===== src/rtl/vfr_pkg.sv =====
package vfr_pkg;
    localparam int REG_AW    = 5;
    localparam int REG_DW    = 32;
    localparam int ADDR_W    = 32;
    localparam int CNT_W     = 32;
    localparam int DIM_W     = 16;
    localparam int ILC_W     = 4;
    localparam int NUM_SLOTS = 2;
    localparam int SLOT_BASE = 4;
    localparam int SLOT_SPAN = 7;

    localparam logic [REG_AW-1:0] A_CTRL = 5'd0;
    localparam logic [REG_AW-1:0] A_STAT = 5'd1;
    localparam logic [REG_AW-1:0] A_IRQ  = 5'd2;
    localparam logic [REG_AW-1:0] A_SEL  = 5'd3;

    localparam logic [REG_AW-1:0] OFF_BASE  = 5'd0;
    localparam logic [REG_AW-1:0] OFF_WORDS = 5'd1;
    localparam logic [REG_AW-1:0] OFF_PATS  = 5'd2;
    localparam logic [REG_AW-1:0] OFF_WID   = 5'd4;
    localparam logic [REG_AW-1:0] OFF_HGT   = 5'd5;
    localparam logic [REG_AW-1:0] OFF_ILC   = 5'd6;

    localparam logic [3:0] HDR_CTRL = 4'hF;
    localparam logic [3:0] HDR_VID  = 4'h0;

    typedef struct packed {
        logic [ADDR_W-1:0] base;
        logic [CNT_W-1:0]  words;
        logic [CNT_W-1:0]  pats;
        logic [DIM_W-1:0]  width;
        logic [DIM_W-1:0]  height;
        logic [ILC_W-1:0]  ilace;
    } frame_desc_t;

    typedef enum logic [1:0] {S_IDLE, S_CTRL, S_VHDR, S_VBODY} rd_state_e;

    function automatic logic [REG_AW-1:0] slot_reg(input int s, input logic [REG_AW-1:0] off);
        return REG_AW'(SLOT_BASE + s * SLOT_SPAN) + off;
    endfunction
endpackage


===== src/rtl/vfr_regs.sv =====
module vfr_regs
    import vfr_pkg::*;
(
    input  logic              clk,
    input  logic              rst_n,
    input  logic              cfg_wr,
    input  logic [REG_AW-1:0] cfg_addr,
    input  logic [REG_DW-1:0] cfg_wdata,
    output logic [REG_DW-1:0] cfg_rdata,
    input  logic              busy,
    input  logic              eof_set,
    output logic              run,
    output logic              irq_en,
    output logic              flag_q,
    output frame_desc_t       sel_desc
);
    logic        slot_sel;
    frame_desc_t slot_q [NUM_SLOTS];

    always_ff @(posedge clk or negedge rst_n) begin
        if (!rst_n) begin
            run      <= 1'b0;
            irq_en   <= 1'b0;
            slot_sel <= 1'b0;
            flag_q   <= 1'b0;
            for (int s = 0; s < NUM_SLOTS; s++) slot_q[s] <= '0;
        end else begin
            if (eof_set)
                flag_q <= 1'b1;
            else if (cfg_wr && cfg_addr == A_IRQ && cfg_wdata[1])
                flag_q <= 1'b0;
            if (cfg_wr) begin
                if (cfg_addr == A_CTRL) begin
                    run    <= cfg_wdata[0];
                    irq_en <= cfg_wdata[1];
                end
                if (cfg_addr == A_SEL) slot_sel <= cfg_wdata[0];
                for (int s = 0; s < NUM_SLOTS; s++) begin
                    if (cfg_addr == slot_reg(s, OFF_BASE))  slot_q[s].base   <= cfg_wdata[ADDR_W-1:0];
                    if (cfg_addr == slot_reg(s, OFF_WORDS)) slot_q[s].words  <= cfg_wdata[CNT_W-1:0];
                    if (cfg_addr == slot_reg(s, OFF_PATS))  slot_q[s].pats   <= cfg_wdata[CNT_W-1:0];
                    if (cfg_addr == slot_reg(s, OFF_WID))   slot_q[s].width  <= cfg_wdata[DIM_W-1:0];
                    if (cfg_addr == slot_reg(s, OFF_HGT))   slot_q[s].height <= cfg_wdata[DIM_W-1:0];
                    if (cfg_addr == slot_reg(s, OFF_ILC))   slot_q[s].ilace  <= cfg_wdata[ILC_W-1:0];
                end
            end
        end
    end

    always_comb begin
        cfg_rdata = '0;
        case (cfg_addr)
            A_CTRL:  cfg_rdata[1:0] = {irq_en, run};
            A_STAT:  cfg_rdata[0]   = busy;
            A_IRQ:   cfg_rdata[1]   = flag_q;
            A_SEL:   cfg_rdata[0]   = slot_sel;
            default: ;
        endcase
        for (int s = 0; s < NUM_SLOTS; s++) begin
            if (cfg_addr == slot_reg(s, OFF_BASE))  cfg_rdata = REG_DW'(slot_q[s].base);
            if (cfg_addr == slot_reg(s, OFF_WORDS)) cfg_rdata = REG_DW'(slot_q[s].words);
            if (cfg_addr == slot_reg(s, OFF_PATS))  cfg_rdata = REG_DW'(slot_q[s].pats);
            if (cfg_addr == slot_reg(s, OFF_WID))   cfg_rdata = REG_DW'(slot_q[s].width);
            if (cfg_addr == slot_reg(s, OFF_HGT))   cfg_rdata = REG_DW'(slot_q[s].height);
            if (cfg_addr == slot_reg(s, OFF_ILC))   cfg_rdata = REG_DW'(slot_q[s].ilace);
        end
    end

    assign sel_desc = slot_q[slot_sel];
endmodule


===== src/rtl/vfr_fifo.sv =====
module vfr_fifo #(
    parameter int W = 32,
    parameter int D = 8,
    localparam int PW = $clog2(D),
    localparam int LW = $clog2(D + 1)
) (
    input  logic          clk,
    input  logic          rst_n,
    input  logic          push,
    input  logic [W-1:0]  din,
    input  logic          pop,
    output logic [W-1:0]  dout,
    output logic          empty,
    output logic [LW-1:0] level
);
    logic [W-1:0]  mem [D];
    logic [PW-1:0] wp, rp;

    always_ff @(posedge clk or negedge rst_n) begin
        if (!rst_n) begin
            wp    <= '0;
            rp    <= '0;
            level <= '0;
        end else begin
            if (push) wp <= wp + 1'b1;
            if (pop)  rp <= rp + 1'b1;
            level <= level + LW'(push) - LW'(pop);
        end
    end

    always_ff @(posedge clk) begin
        if (push) mem[wp] <= din;
    end

    assign dout  = mem[rp];
    assign empty = (level == '0);
endmodule


===== src/rtl/vfr_fetch.sv =====
module vfr_fetch
    import vfr_pkg::*;
#(
    parameter int BYTES = 4,
    parameter int FD    = 8,
    localparam int LW   = $clog2(FD + 1)
) (
    input  logic              clk,
    input  logic              rst_n,
    input  logic              start,
    input  logic [ADDR_W-1:0] base,
    input  logic [CNT_W-1:0]  words,
    input  logic [LW-1:0]     level,
    input  logic              mem_wait,
    input  logic              mem_rvalid,
    output logic              mem_rd,
    output logic [ADDR_W-1:0] mem_addr,
    output logic [LW-1:0]     pend_q
);
    logic [CNT_W-1:0] left_q;
    logic             accept;

    assign mem_rd = (left_q != '0) &&
                    (({1'b0, pend_q} + {1'b0, level}) < (LW + 1)'(FD));
    assign accept = mem_rd && !mem_wait;

    always_ff @(posedge clk or negedge rst_n) begin
        if (!rst_n) begin
            mem_addr <= '0;
            left_q   <= '0;
            pend_q   <= '0;
        end else begin
            if (start) begin
                mem_addr <= base;
                left_q   <= words;
            end else if (accept) begin
                mem_addr <= mem_addr + ADDR_W'(BYTES);
                left_q   <= left_q - 1'b1;
            end
            pend_q <= pend_q + LW'(accept) - LW'(mem_rvalid);
        end
    end
endmodule


===== src/rtl/vfr_top.sv =====
module vfr_top
    import vfr_pkg::*;
#(
    parameter int PIX_W        = 16,
    parameter int PIX_PER_WORD = 2,
    parameter int FIFO_DEPTH   = 8,
    localparam int WORD_W      = PIX_W * PIX_PER_WORD
) (
    input  logic              clk,
    input  logic              rst_n,
    input  logic              cfg_wr,
    input  logic [REG_AW-1:0] cfg_addr,
    input  logic [REG_DW-1:0] cfg_wdata,
    output logic [REG_DW-1:0] cfg_rdata,
    output logic              irq,
    output logic              mem_rd,
    output logic [ADDR_W-1:0] mem_addr,
    input  logic              mem_wait,
    input  logic              mem_rvalid,
    input  logic [WORD_W-1:0] mem_rdata,
    output logic              st_valid,
    input  logic              st_ready,
    output logic [PIX_W-1:0]  st_data,
    output logic              st_sop,
    output logic              st_eop
);
    localparam int NIB       = DIM_W / 4;
    localparam int CB_LAST   = 2 * NIB + 1;
    localparam int BW        = $clog2(CB_LAST + 1);
    localparam int SUB_W     = (PIX_PER_WORD > 1) ? $clog2(PIX_PER_WORD) : 1;
    localparam int LVL_W     = $clog2(FIFO_DEPTH + 1);
    localparam logic [SUB_W-1:0] LAST_SUB = SUB_W'(PIX_PER_WORD - 1);

    rd_state_e         state;
    logic [BW-1:0]     beat;
    logic [SUB_W-1:0]  sub;
    logic [CNT_W-1:0]  pix_left;
    frame_desc_t       desc_q, sel_desc;
    logic              run, irq_en, flag_q;
    logic              busy, in_vid, fire, last_pix, start, pop;
    logic [WORD_W-1:0] fifo_dout;
    logic              fifo_empty;
    logic [LVL_W-1:0]  fifo_level;
    logic [LVL_W-1:0]  pend;

    assign busy     = (state != S_IDLE);
    assign in_vid   = (state == S_VBODY);
    assign fire     = st_valid && st_ready;
    assign last_pix = in_vid && fire && (pix_left == CNT_W'(1));
    assign start    = run && ((state == S_IDLE) || last_pix);
    assign irq      = flag_q && irq_en;

    vfr_regs u_regs (
        .clk(clk), .rst_n(rst_n), .cfg_wr(cfg_wr), .cfg_addr(cfg_addr),
        .cfg_wdata(cfg_wdata), .cfg_rdata(cfg_rdata), .busy(busy),
        .eof_set(last_pix), .run(run), .irq_en(irq_en), .flag_q(flag_q),
        .sel_desc(sel_desc)
    );

    vfr_fetch #(.BYTES(WORD_W / 8), .FD(FIFO_DEPTH)) u_fetch (
        .clk(clk), .rst_n(rst_n), .start(start), .base(sel_desc.base),
        .words(sel_desc.words), .level(fifo_level), .mem_wait(mem_wait),
        .mem_rvalid(mem_rvalid), .mem_rd(mem_rd), .mem_addr(mem_addr),
        .pend_q(pend)
    );

    vfr_fifo #(.W(WORD_W), .D(FIFO_DEPTH)) u_fifo (
        .clk(clk), .rst_n(rst_n), .push(mem_rvalid), .din(mem_rdata),
        .pop(pop), .dout(fifo_dout), .empty(fifo_empty), .level(fifo_level)
    );

    // state register
    always_ff @(posedge clk or negedge rst_n) begin
        if (!rst_n) begin
            state    <= S_IDLE;
            beat     <= '0;
            sub      <= '0;
            pix_left <= '0;
            desc_q   <= '0;
        end else if (start) begin
            desc_q <= sel_desc;
            state  <= S_CTRL;
            beat   <= '0;
        end else begin
            unique case (state)
                S_IDLE: ;
                S_CTRL: if (fire) begin
                    if (beat == BW'(CB_LAST)) state <= S_VHDR;
                    beat <= beat + 1'b1;
                end
                S_VHDR: if (fire) begin
                    state    <= S_VBODY;
                    sub      <= '0;
                    pix_left <= desc_q.pats;
                end
                S_VBODY: if (fire) begin
                    pix_left <= pix_left - 1'b1;
                    sub      <= (sub == LAST_SUB) ? '0 : sub + 1'b1;
                    if (pix_left == CNT_W'(1)) state <= S_IDLE;
                end
            endcase
        end
    end

    // outputs
    always_comb begin
        st_valid = 1'b0;
        st_data  = '0;
        st_sop   = 1'b0;
        st_eop   = 1'b0;
        pop      = 1'b0;
        unique case (state)
            S_IDLE: ;
            S_CTRL: begin
                st_valid = 1'b1;
                if (beat == '0) begin
                    st_data = PIX_W'(HDR_CTRL);
                    st_sop  = 1'b1;
                end else if (int'(beat) <= NIB) begin
                    st_data = PIX_W'(desc_q.width[4 * (NIB - int'(beat)) +: 4]);
                end else if (int'(beat) <= 2 * NIB) begin
                    st_data = PIX_W'(desc_q.height[4 * (2 * NIB - int'(beat)) +: 4]);
                end else begin
                    st_data = PIX_W'(desc_q.ilace);
                    st_eop  = 1'b1;
                end
            end
            S_VHDR: begin
                st_valid = 1'b1;
                st_data  = PIX_W'(HDR_VID);
                st_sop   = 1'b1;
            end
            S_VBODY: begin
                st_valid = !fifo_empty;
                st_data  = fifo_dout[int'(sub) * PIX_W +: PIX_W];
                st_eop   = (pix_left == CNT_W'(1));
                pop      = !fifo_empty && st_ready &&
                           ((sub == LAST_SUB) || (pix_left == CNT_W'(1)));
            end
        endcase
    end
endmodule


===== config.mk =====
export PLATFORM = sky130hd
export DESIGN_NAME = vfr_top
export DESIGN_NICKNAME = d
export VERILOG_FILES = /design/src/rtl/vfr_pkg.sv /design/src/rtl/vfr_regs.sv /design/src/rtl/vfr_fifo.sv /design/src/rtl/vfr_fetch.sv /design/src/rtl/vfr_top.sv
export SDC_FILE = /design/constraint.sdc
export NUM_CORES = 1
export LEC_CHECK = 0
export CORE_AREA = 5 5 250 252
export CTS_CLUSTER_SIZE = 28
export DETAILED_ROUTE_END_ITERATION = 8
export DIE_AREA = 0 0 255 257
export GPL_ROUTABILITY_DRIVEN = 0
export PLACE_DENSITY = 0.82
export SLEW_MARGIN = 20
export SYNTH_ARGS = -nofsm -noshare
export SYNTH_HDL_FRONTEND = slang
export SYNTH_SLANG_ARGS = --single-unit

===== constraint.sdc =====
create_clock -name clk -period 4.4 [get_ports clk]
set_input_delay 0.66 -clock clk [delete_from_list [all_inputs] [get_ports clk]]
set_output_delay 0.66 -clock clk [all_outputs]
set_load 0.01 [all_outputs]

# Word-level counts from Yosys, hierarchy flattened
# Memory sizes are Yosys's and may differ from the RTL's.
# Cells that the tools add are included.
# Widths: inputs -> output; s select.
# op_classes
addsub	14
multipliers	0
div_mod_pow	0
order_cmp	4
n_eq_ne	27
n_shift	3
mux	54
n_bitwise	2
reduce_logical	45
# op_table
operator	n
$mux 32	18
$mux 132	3
$pmux 32 s2	1
$sub 32x1->32 const B	2
$eq 5x4->1 const B	7
$add 32x3->32 const B	1
$eq 32x1->1 const B	1
$pmux 16 s2	1
$reduce_bool 32->1	1
$shiftx 16x7->4	2
$shiftx 32x6->16	1
$reduce_and 2->1	15
$mux 4	6
$eq 5x3->1 const B	3
$mux 1	12
$mux 2	6
$reduce_bool 2->1	6
$logic_and 1x1->1	11
$eq 5x2->1 const B	2
$eq 5x5->1 const B	2
$pmux 1 s2	5
$ne 3x3->1 const B	3
$add 4x1->4	2
$logic_not 4->1	2
other kinds (30)	36
# totals
reg_bits	453
latch_bits	0
ram_bits	256
romBits	0
input_bits	75
output_inout_bits	85
wordCells	180
memories	1
# mem_list
memory	words	width	read_ports	rd_ports_with_merged_regs	write_ports	line_no	text
u_fifo.mem	8	32	1	0	1	vfr_fifo.sv:16	logic [W-1:0] mem [D];

# Longest topological paths before layout
# Gate-level depths: netlist of the first run.
# depth
word_depth	14
ltp_mapped	12
ltp_nobuf	12

# Cells and area by module
# A second synthesis of the first run with hierarchy kept.
# unflattened
hier_cells	2613
hier_area_um2	34939.8
# by_module_without_submodules
module	n_inst	cells_each	area_each_um2	seq_area_each_um2
vfr_regs	1	1145	14218.6	6706.4
vfr_fifo	1	422	10258.6	7937.6
vfr_top	1	574	6216.0	2677.6
vfr_fetch	1	472	4246.6	1701.6

# Least setup slack after synthesis of the first run
# Ideal clock, no wire load.
# synth_timing
kind	input -> register
start	input port mem_rvalid
end	memory u_fifo.mem[0][0] (enable)
setup_ns	0.461
arrival_time_ns	2.960
required_ns	3.939
setup_slack_ns	0.979
cell_stages	2
n_path_buf	0
cell_sequence	nand2b_1 -> nor3_1
# synth_via
elab_chain_len	2
# synth_rtl
item	line_no	text
start, declared	vfr_top.sv:19	input logic mem_rvalid,
$mux 1	vfr_fifo.sv:32	if (push) mem[wp] <= din;
$mux 1 (not written as such)	vfr_fifo.sv:32	
end, declared	vfr_fifo.sv:16	
# No other way between the ends.

# Worst setup path in the final report of the first run
# layout_timing
start	register beat[1]
end	output port st_data[3]
# layout_via
elab_chain_len	6
word_cells_on_any_way	11
classes_between	2 x add/sub; 2 x order compare; 2 x shift; 4 x mux; 1 x reduce/logical
# layout_rtl
item	line_no	text
start, declared	vfr_top.sv:35	logic [BW-1:0] beat;
start signal, assigned	vfr_top.sv:89	beat <= beat + 1'b1;
$sub 4x4->5	vfr_top.sv:122	st_data = PIX_W'(desc_q.height[4 * (2 * NIB - int'(beat)) +: 4]);
$shiftx 16x7->4	vfr_top.sv:122	
$mux 4	vfr_top.sv:121	end else if (int'(beat) <= 2 * NIB) begin
$mux 4	vfr_top.sv:119	end else if (int'(beat) <= NIB) begin
$mux 4 (*)	vfr_top.sv:116	if (beat == '0) begin
$pmux 16 s2 (*)	vfr_top.sv:112	unique case (state)
end, declared	vfr_top.sv:23	output logic [PIX_W-1:0] st_data,
# Mark *: on every way between the ends. The rest lies on a longest branch, timed or not.

==> results of run 1 <==
[final cells by class]
type | instances | area [µm²] | share of cell area (%)
inverter | 39 | 146 | 0.389
tap | 782 | 978 | 2.60
antenna | 3 | 7.51 | 0.0199
clock inverter | 32 | 450 | 1.20
sequential | 709 | 19000 | 50.6
multi-input combinational | 1533 | 12900 | 34.2
timing repair buffer | 223 | 2170 | 5.77
clock buffer | 94 | 2000 | 5.30
[layout by cell type (no fill, tap or decap), drive strengths merged, types with 6 or more instances in the layout]
master	count
nor4	26
edfxtp	256
dfrtp	453
o211ai	9
a21o	6
nor2b	69
a221o	11
a31oi	17
nor2	59
nand4	26
a22o	9
nand2b	10
a21boi	6
nand3	50
a22oi	54
inv	42
clkdlybuf4s50	157
clkinv	21
a222oi	23
mux2i	87
nand2	159
and2	17
mux4	88
a21oi	76
ha	27
o21ai	126
buf	66
a221oi	21
nor3	34
o31ai	6
or4	18
mux2	272
and4	13
or3	14
bufinv	6
xnor2	22
clkbuf	94
xor2	35
and3	7
a211oi	71
[sequential cells by signal, indices dropped and copies added, names as in the netlist]
register,flops
u_regs.irq_en,1
u_fifo.wp,3
u_regs.slot_sel,1
u_fetch.mem_addr,32
u_regs.slot_q,264
sub,1
pix_left,32
u_fifo.rp,3
u_fifo.mem,256
u_fetch.left_q,32
u_regs.flag_q,1
state,2
u_fetch.pend_q,4
u_regs.run,1
beat,4
u_fifo.level,4
desc_q,68
[metal layers]
layer,global-route usage [%],vias to the layer above,part of all wire (%)
li1,-,9649,-
met1,38.5,11469,40
met2,41.3,1217,47
met3,5.64,163,9.8
met4,7.88,6,2.6
met5,0,-,0.052
[worst reg2reg max path, delay by kind of cell (launching register included)]
family | cells | cell delay (ps)
buf+inv | 1 | 110
flops | 1 | 430
compound gates | 3 | 1390
fa+ha+maj | 1 | 380
simple gates | 2 | 1210
[power by group]
part	switching (mW)	internal [mW]
logic	3.69	3.25
registers	1.48	8.53
clock network	2.67	3.61
total	7.84	15.4
[worst min-delay path by stage]
stage	startpoint	end	slack (ps)
floorplan	rst_n	beat[0]	360
global placement	desc_q[8]	desc_q[8]	460
detailed placement	desc_q[19]	desc_q[19]	470
CTS	rst_n	u_regs.slot_q[260]	90
global route	rst_n	u_regs.slot_q[61]	130
finish	rst_n	u_regs.slot_q[260]	80
[logic make-up after synthesis]
| kind of cell | Yosys count |
|---|---|
| multiplexers | 447 |
| AND/OR/NAND/NOR | 525 |
| flip-flops | 709 |
| buffers and inverters | 219 |
| AO/OA/AOI/OAI | 475 |
| XOR/XNOR | 57 |
| adder cells (fa/ha/maj) | 29 |
==> summary.txt, run 1 <==
Outcome
  – Outcome: finished clean

Detailed routing
  – Drt pass-1 iters: 8
  – Via-to-Cell Ratio: 6.59
  – Via count: 22504
  – WL/cell: 25.8 µm
  – DRC Markers: 0
  – Post-DRT Antenna Nets: 0
  – Total Wirelength: 88.1 mm
  – Initial DRC Count: 2879

Critical path
  – CP Cell Sequence: inv_1 -> ha_1 -> mux4_2 -> a221oi_1 -> o21ai_0 -> a22o_1 -> clkdlybuf4s50_1
  – Worst path arrival time: 3550 ps
  – Worst Setup SP: beat[1]
  – Crit path max-delay family: compound AO/OA/AOI/OAI gates
  – CP Max Fanout: 9
  – Reg-to-reg slack, setup: 740 ps
  – Critical path depth: 7
  – Bufs and invs on worst path: 2
  – R2R cell count: 7
  – Setup crit end kind: output pin
  – Slowest cell on the critical path: ha_1
  – Critical Path End: st_data[3]
  – Startpoint type of the worst setup path: flip-flop
  – FF-to-FF End: pix_left[29]
  – R2r startpoint: state[1]
  – Max incr delay on CP: between 600 and 700 ps
  – Worst endpoint required time: 3740 ps
  – WS Path Type: flip-flop to output pin

Yosys
  – Syn Inst Count: 2461
  – Syn Std Cell Area: 32700 µm²
  – Synth area leaders: dfrtp_1 35%, edfxtp_1 24%, mux2_2 9.4%
  – Post-synth top area share: 34.7%
  – Post-synthesis mux area share: a little under a fifth
  – Post-Synth XOR/XNOR Area: around 1.5%
  – Post-synthesis adder-cell area fraction: under 10%
  – Largest family of logic cells by synthesized area: multiplexers
  – Synth area leader: dfrtp_1
  – Simple-Gate Fraction of Synth Area: 8.51%
  – Yosys warns: 0
  – Syn Area/Cell: 13.3 µm²
  – Synth cell count leaders: 453 x dfrtp_1, 272 x mux2_2, 256 x edfxtp_1
  – Post-synth ARST share: 63.9%
  – Top-count cell post-synth: dfrtp_1
  – Top_reg_cell synth: dfrtp_1
  – Seq cells post-synth: 709
  – Number of library cell types mapped by synthesis: 78
  – Syn Nets: 2565
  – Number of synthesized flops with an enable pin: 256
  – Post-synthesis sequential area ratio: 58.2%
  – Compound-Gate Fraction of Synth Area: 9.88%

STA
  – Setup_tns: 0 ps
  – RSZ-0062 raised after global routing: false
  – Min Clock Period, post-route: 4210 ps
  – # setup viols final: 0
  – Slew headroom: 31.3%
  – Final Hold Viols: 0
  – Clk_skew: about 34 ps
  – WHS: 75.9 ps
  – Worst Tran Pin Value: around 1000 ps
  – Final WS setup: 189 ps
  – Max Slew Vio Count: 0
  – Crit share post-route: roughly 96%
  – Peak Freq: 237 MHz

Clock network
  – H-tree Lvls: 3
  – Post-CTS setup buffer count: 0
  – CTS resizes: 0
  – CTS root buffer: clkbuf_16
  – Max Buffers Root-to-Sink: 3
  – Cts hold-fix bufs: 0
  – CTS tree: done
  – CTS buffer count: 73
  – Skew-Pair Late Insertion Delay: 630 ps
  – Clock tree sinks: 709
  – Clock slew seen by the registers of the worst setup and hold paths: roughly 60 ps

Global route
  – GRT overflow: 0
  – Gr usage total: 26.6%
  – Vias in the first global route: 22709
  – Global-route wire length before repair: 136 mm
  – Pin count of the biggest net entering global routing: approximately 180
  – Initial antenna violation count: 6

Finish
  – Layout Nets: 2683
  – Final std cells w/o fill: 3415
  – Final core occ: 62.8%
  – Share of post-route cells with drive strength above 1: 21.6%
  – Fin area: 37600 µm²
  – Fillcell total: 4329
  – Layout area overhead: 15.2%

Floorplanning
  – Die X: 255 µm
  – Row cnt: 90
  – DIE AREA: 65500 µm²
  – Core Region: 59900 µm²
  – Die Y: 257 µm
  – Initial cell density of the core: a little over half
  – Num ports: 160

Placement
  – Setup WS pre-CTS: 332 ps
  – Placed inst area: 35200 µm²
  – I/O Buffers: 159
  – HPWL Detailed: 57.1 mm
  – Placed insts: 3286

Pwr
  – Static Leak: approximately 15 nW
  – Peak VDD IR: approximately 0.00040 V
  – Power per cell area: roughly 620 nW/µm²
  – Total power draw: between 20 and 25 mW

Min path
  – Hold WC Path Type: input pin to async pin

Run
  – Max_cap viols: 0
Power figures use the tool's default switching activity.
==> run 2, diff against run 1 <==
CAP_MARGIN = 40   (was unset)
==> summary.txt, run 2 (synthesis results as in run 1) <==
Critical path
  – Reg-to-reg slack, setup: 790 ps
  – Startpoint type of the worst setup path: flip-flop
  – Worst Setup SP: beat[1]
  – Setup crit end kind: output pin
  – R2R cell count: 8
  – CP Max Fanout: 9
  – Worst endpoint required time: 3740 ps
  – FF-to-FF End: u_fetch.left_q[11]
  – R2r startpoint: state[1]
  – Critical path depth: 7
  – Bufs and invs on worst path: 2
  – Slowest cell on the critical path: ha_1
  – Critical Path End: st_data[3]
  – WS Path Type: flip-flop to output pin
  – Worst path arrival time: 3560 ps
  – Max incr delay on CP: 640 ps
  – CP Cell Sequence: inv_1 -> ha_1 -> mux4_2 -> a221oi_1 -> o21ai_0 -> a22o_1 -> clkdlybuf4s50_1
  – Crit path max-delay family: compound AO/OA/AOI/OAI gates

Floorplanning
  – Initial cell density of the core: 54.5%
  – Die X: 255 µm
  – Num ports: 160
  – DIE AREA: 65500 µm²
  – Core Region: 59900 µm²
  – Row cnt: 90
  – Die Y: 257 µm

Finish
  – Share of post-route cells with drive strength above 1: between 20% and 30%
  – Commonest non-fill, non-tap cell in the layout: dfrtp_1
  – Largest Register: u_regs.slot_q
  – Fillcell total: about 4300
  – Biggest regs: u_regs.slot_q (264), u_fifo.mem (256), desc_q (68)
  – Final core occ: a little over three fifths
  – Final std cells w/o fill: 3429
  – Max reg flops: 264
  – Fin area: 37700 µm²
  – Commonest cells after routing, fill and taps aside: 450 x dfrtp_1, 272 x mux2_2, 256 x edfxtp_1
  – Layout Nets: 2690
  – Layout area overhead: 15.4%

STA
  – Worst Tran Pin Value: 939 ps
  – Final WS setup: roughly 180 ps
  – Peak Freq: 237 MHz
  – Clk_skew: 23.8 ps
  – Max Slew Vio Count: 0
  – # setup viols final: 0
  – Crit share post-route: 95.9%
  – Min Clock Period, post-route: 4220 ps
  – Final Hold Viols: 0
  – Setup_tns: 0 ps
  – RSZ-0062 raised after global routing: false
  – Slew headroom: 37.2%

Placement
  – I/O Buffers: 159
  – HPWL Detailed: 57.3 mm
  – Placed insts: 3290
  – Setup WS pre-CTS: a little over 300 ps
  – Placed inst area: 35200 µm²

Detailed routing
  – DRC Markers: 0
  – Post-DRT Antenna Nets: 0
  – Via count: ~22000
  – Via-to-Cell Ratio: roughly 6.5
  – WL/cell: 25.5 µm
  – Drt pass-1 iters: 7
  – Initial DRC Count: ~2600
  – Total Wirelength: 87.5 mm

Clock network
  – H-tree Lvls: 3
  – Clock tree sinks: 709
  – Clock slew seen by the registers of the worst setup and hold paths: 60 ps
  – CTS resizes: 0
  – CTS root buffer: clkbuf_16
  – Max Buffers Root-to-Sink: 3
  – Cts hold-fix bufs: 0
  – Skew-Pair Late Insertion Delay: 620 ps
  – CTS tree: done
  – CTS buffer count: 73
  – Post-CTS setup buffer count: 0

Global route
  – GRT overflow: 0
  – Global-route wire length before repair: approximately 140 mm
  – Gr usage total: 26.3%
  – Pin count of the biggest net entering global routing: 182
  – Vias in the first global route: around 23000
  – Initial antenna violation count: 5

Pwr
  – Static Leak: 14.7 nW
  – Power per cell area: 614 nW/µm²
  – Peak VDD IR: 0.000426 V

Outcome
  – Outcome: finished clean

Run
  – Max_cap viols: 0

Min path
  – Hold WC Path Type: input pin to async pin
[run 2: cell count changes in the layout (fill, tap and decap cells not counted), sizes merged, moves of 2 or more]
cell,previous run,this run
clkbuf,94,102
buf,66,73
bufinv,6,4
clkinvlp,2,4
[run 2: worst min-delay path by stage]
stage | start | to | slack [ps] | cells after the start
2_1_floorplan | rst_n | beat[0] | 360 | 0
5_1_grt | rst_n | u_regs.slot_q[258] | 150 | 1
4_1_cts | rst_n | u_regs.slot_q[260] | 90 | 1
6_report | rst_n | u_regs.slot_q[258] | 60 | 1
3_5_place_dp | desc_q[19] | desc_q[19] | 470 | 2
3_3_place_gp | desc_q[8] | desc_q[8] | 460 | 2
[run 2: per-layer routing]
layer,GRT usage (%),wire [µm],vias to the layer above
met2,40.9,41600,1116
met5,0,69,-
li1,-,-,9669
met4,7.37,2280,10
met1,37.7,35400,11488
met3,6.26,8120,167
[run 2: final cells by class]
cell class                 count  area (µm²)  share of cell area (%)
inverter                      39         146                   0.388
sequential                   709       19000                    50.5
clock buffer                 102        2030                    5.37
multi-input combinational   1533       12900                    34.1
timing repair buffer         230        2280                    6.05
antenna                        2        5.00                  0.0133
tap                          782         978                    2.60
clock inverter                32         369                   0.979
[run 2: report_power, final]
group / internal, mW / total, mW / switching, mW
combinational: 3.29 / 7.02 / 3.73
sequential: 8.53 / 9.95 / 1.42
clock: 3.50 / 6.16 / 2.66
[run 2: metrics by stage]
| stage | total power [mW] | hold WS [ps] |
|---|---|---|
| CTS | 23.2 | 89.0 |
| global placement | 16.6 | 460 |
| detailed placement | 17.0 | 466 |
| finish | 23.1 | 63.6 |
| global route | 24.2 | 146 |
| floorplan | 14.1 | 364 |
